<file path="src/rtl/abc_pkg.sv">
package abc_pkg;

   typedef enum logic {
      VICT_FIFO = 1'b0,
      VICT_LRU  = 1'b1
   } victim_pol_e;

   typedef enum logic {
      ST_IDLE = 1'b0,
      ST_FILL = 1'b1
   } cache_state_e;

endpackage

</file>
<file path="src/rtl/abc_entry_array.sv">
module abc_entry_array #(
   parameter int ADDR_W  = 32,
   parameter int DATA_W  = 8,
   parameter int ENTRIES = 8,
   localparam int IDX_W  = (ENTRIES > 1) ? $clog2(ENTRIES) : 1
) (
   input  logic               clk,
   input  logic               rst,
   input  logic [ADDR_W-1:0]  lk_addr,
   input  logic               wr_en,
   input  logic [IDX_W-1:0]   wr_idx,
   input  logic [ADDR_W-1:0]  wr_addr,
   input  logic [DATA_W-1:0]  wr_data,
   output logic [ENTRIES-1:0] match_vec,
   output logic [ENTRIES-1:0] valid_vec,
   output logic               hit,
   output logic [IDX_W-1:0]   hit_idx,
   output logic [DATA_W-1:0]  hit_data
);
   localparam int WORD_W = ADDR_W + DATA_W;
   // constant key: address field exposed, data field masked off
   localparam logic [WORD_W-1:0] KEY = {{ADDR_W{1'b1}}, {DATA_W{1'b0}}};

   logic [WORD_W-1:0]  word_q [ENTRIES];
   logic [ENTRIES-1:0] valid_q;
   logic [WORD_W-1:0]  arg;

   assign arg       = {lk_addr, {DATA_W{1'b0}}};
   assign valid_vec = valid_q;

   always_ff @(posedge clk) begin
      if (rst) begin
         valid_q <= '0;
      end else if (wr_en) begin
         valid_q[wr_idx] <= 1'b1;
      end
   end

   for (genvar i = 0; i < ENTRIES; i++) begin : g_ent
      always_ff @(posedge clk) begin
         if (wr_en && (wr_idx == IDX_W'(i))) begin
            word_q[i] <= {wr_addr, wr_data};
         end
      end
      assign match_vec[i] = valid_q[i] && (((word_q[i] ^ arg) & KEY) == '0);
   end

   // lowest-indexed match wins
   always_comb begin
      hit_idx = '0;
      for (int i = ENTRIES - 1; i >= 0; i--) begin
         if (match_vec[i]) hit_idx = IDX_W'(i);
      end
   end

   assign hit      = |match_vec;
   assign hit_data = word_q[hit_idx][DATA_W-1:0];

endmodule

</file>
<file path="src/rtl/abc_victim.sv">
module abc_victim
   import abc_pkg::*;
#(
   parameter int          ENTRIES = 8,
   parameter victim_pol_e POLICY  = VICT_FIFO,
   localparam int         IDX_W   = (ENTRIES > 1) ? $clog2(ENTRIES) : 1
) (
   input  logic               clk,
   input  logic               rst,
   input  logic [ENTRIES-1:0] valid_vec,
   input  logic               touch_en,
   input  logic [IDX_W-1:0]   touch_idx,
   input  logic               fill_en,
   output logic [IDX_W-1:0]   victim_idx
);
   logic               any_free;
   logic [IDX_W-1:0]   free_idx;
   logic [IDX_W-1:0]   pol_idx;

   always_comb begin
      any_free = 1'b0;
      free_idx = '0;
      for (int i = ENTRIES - 1; i >= 0; i--) begin
         if (!valid_vec[i]) begin
            any_free = 1'b1;
            free_idx = IDX_W'(i);
         end
      end
   end

   if (POLICY == VICT_FIFO) begin : g_fifo
      logic [IDX_W-1:0] ptr_q;
      always_ff @(posedge clk) begin
         if (rst) begin
            ptr_q <= '0;
         end else if (fill_en) begin
            ptr_q <= (ptr_q == IDX_W'(ENTRIES - 1)) ? '0 : ptr_q + 1'b1;
         end
      end
      assign pol_idx = ptr_q;
   end else begin : g_lru
      logic [IDX_W-1:0] age_q [ENTRIES];
      for (genvar i = 0; i < ENTRIES; i++) begin : g_age
         always_ff @(posedge clk) begin
            if (rst) begin
               age_q[i] <= IDX_W'(i);
            end else if (touch_en) begin
               if (touch_idx == IDX_W'(i)) begin
                  age_q[i] <= '0;
               end else if (age_q[i] < age_q[touch_idx]) begin
                  age_q[i] <= age_q[i] + 1'b1;
               end
            end
         end
      end
      always_comb begin
         pol_idx = '0;
         for (int i = 0; i < ENTRIES; i++) begin
            if (age_q[i] == IDX_W'(ENTRIES - 1)) pol_idx = IDX_W'(i);
         end
      end
   end

   assign victim_idx = any_free ? free_idx : pol_idx;

endmodule

</file>
<file path="src/rtl/assoc_byte_cache.sv">
module assoc_byte_cache
   import abc_pkg::*;
#(
   parameter int          ADDR_W  = 32,
   parameter int          DATA_W  = 8,
   parameter int          ENTRIES = 8,
   parameter victim_pol_e POLICY  = VICT_FIFO
) (
   input  logic              clk,
   input  logic              rst,
   input  logic              req_valid,
   input  logic [ADDR_W-1:0] req_addr,
   output logic              req_ready,
   output logic              rsp_valid,
   output logic              rsp_hit,
   output logic [DATA_W-1:0] rsp_data,
   output logic              mem_req,
   output logic [ADDR_W-1:0] mem_addr,
   input  logic              mem_valid,
   input  logic [DATA_W-1:0] mem_data
);
   localparam int IDX_W = (ENTRIES > 1) ? $clog2(ENTRIES) : 1;

   if (ADDR_W < 1) begin : g_bad_addr
      $error("assoc_byte_cache: ADDR_W must be at least 1");
   end
   if (DATA_W < 1) begin : g_bad_data
      $error("assoc_byte_cache: DATA_W must be at least 1");
   end
   if (ENTRIES < 2) begin : g_bad_depth
      $error("assoc_byte_cache: ENTRIES must be at least 2");
   end

   cache_state_e       state_q;
   logic [ADDR_W-1:0]  pend_addr_q;
   logic [IDX_W-1:0]   victim_q;
   logic               mem_req_q;
   logic               rsp_valid_q;
   logic               rsp_hit_q;
   logic [DATA_W-1:0]  rsp_data_q;

   logic [ENTRIES-1:0] match_vec;
   logic [ENTRIES-1:0] valid_vec;
   logic               hit;
   logic [IDX_W-1:0]   hit_idx;
   logic [DATA_W-1:0]  hit_data;
   logic [IDX_W-1:0]   victim_idx;
   logic               accept;
   logic               wr_en;
   logic               touch_en;
   logic [IDX_W-1:0]   touch_idx;

   assign req_ready = (state_q == ST_IDLE);
   assign accept    = req_valid && req_ready;
   assign wr_en     = (state_q == ST_FILL) && mem_valid;
   assign touch_en  = (accept && hit) || wr_en;
   assign touch_idx = wr_en ? victim_q : hit_idx;

   abc_entry_array #(
      .ADDR_W  (ADDR_W),
      .DATA_W  (DATA_W),
      .ENTRIES (ENTRIES)
   ) u_array (
      .clk       (clk),
      .rst       (rst),
      .lk_addr   (req_addr),
      .wr_en     (wr_en),
      .wr_idx    (victim_q),
      .wr_addr   (pend_addr_q),
      .wr_data   (mem_data),
      .match_vec (match_vec),
      .valid_vec (valid_vec),
      .hit       (hit),
      .hit_idx   (hit_idx),
      .hit_data  (hit_data)
   );

   abc_victim #(
      .ENTRIES (ENTRIES),
      .POLICY  (POLICY)
   ) u_victim (
      .clk        (clk),
      .rst        (rst),
      .valid_vec  (valid_vec),
      .touch_en   (touch_en),
      .touch_idx  (touch_idx),
      .fill_en    (wr_en),
      .victim_idx (victim_idx)
   );

   always_ff @(posedge clk) begin
      if (rst) begin
         state_q     <= ST_IDLE;
         pend_addr_q <= '0;
         victim_q    <= '0;
         mem_req_q   <= 1'b0;
         rsp_valid_q <= 1'b0;
         rsp_hit_q   <= 1'b0;
         rsp_data_q  <= '0;
      end else begin
         rsp_valid_q <= 1'b0;
         case (state_q)
            ST_IDLE: begin
               if (accept) begin
                  if (hit) begin
                     rsp_valid_q <= 1'b1;
                     rsp_hit_q   <= 1'b1;
                     rsp_data_q  <= hit_data;
                  end else begin
                     state_q     <= ST_FILL;
                     mem_req_q   <= 1'b1;
                     pend_addr_q <= req_addr;
                     victim_q    <= victim_idx;
                  end
               end
            end
            ST_FILL: begin
               if (mem_valid) begin
                  state_q     <= ST_IDLE;
                  mem_req_q   <= 1'b0;
                  rsp_valid_q <= 1'b1;
                  rsp_hit_q   <= 1'b0;
                  rsp_data_q  <= mem_data;
               end
            end
            default: state_q <= ST_IDLE;
         endcase
      end
   end

   assign mem_req   = mem_req_q;
   assign mem_addr  = pend_addr_q;
   assign rsp_valid = rsp_valid_q;
   assign rsp_hit   = rsp_hit_q;
   assign rsp_data  = rsp_data_q;

endmodule

</file>
<file path="config.mk">
export PLATFORM = sky130hd
export DESIGN_NAME = assoc_byte_cache
export DESIGN_NICKNAME = d
export VERILOG_FILES = /design/src/rtl/abc_pkg.sv /design/src/rtl/abc_entry_array.sv /design/src/rtl/abc_victim.sv /design/src/rtl/assoc_byte_cache.sv
export SDC_FILE = /design/constraint.sdc
export NUM_CORES = 1
export LEC_CHECK = 0
export BUFFER_PORTS_ARGS = -buffer_cell sky130_fd_sc_hd__buf_2
export CELL_PAD_IN_SITES_DETAIL_PLACEMENT = 2
export CELL_PAD_IN_SITES_GLOBAL_PLACEMENT = 2
export CORE_MARGIN = 2
export CORE_UTILIZATION = 44
export DETAILED_ROUTE_END_ITERATION = 8
export PLACE_DENSITY = 0.86
export SLEW_MARGIN = 25
export SYNTH_ARGS = -nofsm -noshare
export SYNTH_HDL_FRONTEND = slang
export SYNTH_HIERARCHICAL = 1
export SYNTH_SLANG_ARGS = --single-unit
</file>
<file path="constraint.sdc">
create_clock -name clk -period 5.2 [get_ports clk]
set_input_delay 0.26 -clock clk [delete_from_list [all_inputs] [get_ports clk]]
set_output_delay 0.26 -clock clk [all_outputs]
set_load 0.02 [all_outputs]
</file>
==> flow_metrics.py <==
metrics = {
    "routing": {
        "vias": 11429,
        "drc": 0,
        "wirelength_mm": 64.5,
        "first_pass_iters": 5,
        "ant_nets": 0,
        "drtIter0Drc": 1269,
        "wl_per_cell_um": 36.0,
        "viasPerCell": 6.37,
    },
    "clock_tree": {
        "cts_buffers": 41,
        "path_clk_slew_ns": 0.07,
        "cts_setup_buffers": 0,
        "cts_tree": "built",
        "cts-resized-gates": 0,
        "holdBufCountCts": 0,
        "clkSinkCount": 378,
        "cts_root_buf": "clkbuf_16",
        "cts_htree_levels": 2,
        "cts_buffer_depth": 3,
        "clk-insertion-delay-late_ns": 0.56,
    },
    "flow_run": {
        "drv_cap": 0,
    },
    "floorplanning": {
        "die_x_um": 198,
        "io_pins": 88,
        "std_cell_rows": 70,
        "die-area_sq_mm": 0.0391,
        "initial_utilization_pct": 44.9,
        "coreArea_sq_mm": 0.0368,
        "die_y_um": 198,
    },
    "setup_path": {
        "worstSetupPathType": "flop to flop",
        "critical_path.cell_chain": "xor2_2 > nor4_1 > nand4_1 > or4_4 > o21a_1 > a31oi_4 > mux2i_1 > nand3_1 > mux2i_1 > a21oi_1",
        "cpPeakStageDelay_ns": 0.86,
        "cp-end-kind": "flop",
        "crit_slowest_cell": "nor4_1",
        "cp_max_fo": 9,
        "arrival_ns": 4.57,
        "start_kind": "flop",
        "crit_family": "simple AND/OR/NAND/NOR gates",
        "crit_required_ns": 5.62,
        "critical_path_buf_inv_count": 0,
        "crit_top_cell": "mux2i_1",
        "rrSetupSlack_ns": 1.05,
    },
    "power_and_ir_drop": {
        "power_density_mw_per_mm2": 375,
        "p_leak_nw": 6.30,
        "ir_drop_uv": 250,
    },
    "grt": {
        "grt_max_degree": 59,
        "grt_pass1_vias": 12176,
        "grtUsageTotal_pct": 33.5,
        "grt-ovfl-total": 0,
        "antenna_found_initial": 1,
        "grt_pass1_wl_mm": 91.1,
    },
    "cells_and_area": {
        "area_delta_synth_final_pct": 13.9,
        "n_antenna_cell": 0,
        "nets": 1339,
        "drive_above_1_share_pct": 16.5,
    },
    "sta": {
        "fin_crit_ns": 4.15,
        "finalHoldViolCount": 0,
        "slew_viol_final": 0,
        "finalSetupViolations": 0,
        "clock.fmax_ghz": 0.241,
        "maxSlewHeadroom_pct": 25.7,
        "timing.final.crit_share_pct": 79.9,
        "worst_slack_ns": 1.05,
        "worst_slew_pin_slew_ns": 1.11,
        "rsz0062_at_grt": "false",
        "finalSetupTns_ns": 0,
        "finClkSkew_ns": 0.0168,
    },
    "placed_design": {
        "place_hpwl_mm": 44.7,
        "pre_cts_slack_ns": 0.675,
        "gp_congestion": 0.979,
        "port_buffers": 87,
    },
    "synthesis": {
        "synth_fp_nets": 1249,
        "synth_area_sq_mm": 0.0165,
        "synthCells": 1203,
        "ys.warnings.count": 6,
        "synth_area_per_cell_sq_um": 13.7,
    },
    "min_path": {
        "hold_path_class": "input pin to flop",
    },
    "run_status": {
        "status": "finished clean",
    },
}
area by class of cell:
type | instances | area (sq um)
Fill cell | 3429 | 18000
Sequential cell | 378 | 10800
Multi-Input combinational cell | 759 | 5360
Clock buffer | 54 | 1200
Timing Repair Buffer | 104 | 588
Tap cell | 468 | 586
Clock inverter | 22 | 265
Inverter | 9 | 33.8
flip-flops by register name (all words and copies together) (netlist names):
name                   count
u_array/word_q           320
mem_addr                  32
rsp_data                   8
u_array/valid_vec          8
u_victim/g_fifo.ptr_q      3
victim_q                   3
mem_req                    1
rsp_hit                    1
rsp_valid                  1
state_q                    1
metrics by stage:
step / area [sq um] / std cells / total power, mW / util (%) / hold WS [ns]
2_1_floorplan: 16500 / 1203 / 3.68 / - / 0.332
4_1_cts: 18800 / 1793 / 7.07 / 51.0 / 0.0299
5_1_grt: 18800 / 1794 / 7.20 / 51.1 / 0.0602
6_report: 18800 / 1794 / 7.06 / 51.1 / 0.0512
3_5_place_dp: 17300 / 1717 / 3.91 / 47.1 / 0.454
3_3_place_gp: 17300 / 1717 / 3.88 / 47.1 / 0.441
where the power goes:
| group | total (mW) | switching (mW) | internal [mW] | leakage [nW] |
|---|---|---|---|---|
| Sequential | 3.40 | 0.0795 | 3.32 | 3.33 |
| Combinational | 0.460 | 0.342 | 0.119 | 2.25 |
| Clock | 3.19 | 1.27 | 1.93 | 0.714 |
routing by layer:
metal  GRT usage (%)  vias up  wire, um
met5               0        -         0
met3            5.52      171      5570
met4            16.1        0      3470
met2            55.4      714     30800
met1            43.1     5915     24700
li1                -     4629         -
path summary, 6_finish.rpt:
path | endpoint | from | cells past startpoint
worst max-delay path | rsp_data[6] | u_array/word_q[4][17] | 10
worst min-delay path | u_array/word_q[5][1] | mem_data[1] | 1
worst max register to register | rsp_data[6] | u_array/word_q[4][17] | 10
worst min register to register | rsp_hit | rsp_hit | 2
placed cells by master (no fill, tap or decap), drive strengths merged, types with 3 or more instances in the layout:
master      n
a21bo       8
a21boi      8
a21o        8
a21oi      56
a221oi      8
and3        3
buf       104
bufinv      6
clkbuf     54
clkinv     12
clkinvlp    3
dfxtp      58
edfxtp    320
inv        10
mux2i      18
nand2     104
nand2b      6
nand3      32
nand4      33
nand4b      5
nor2       31
nor2b       3
nor3       20
nor3b      19
nor4       86
nor4b       4
o21ai      13
or3b       11
or4         7
xnor2      59
xor2      197
No activity file was read; power rests on OpenSTA's default activity.
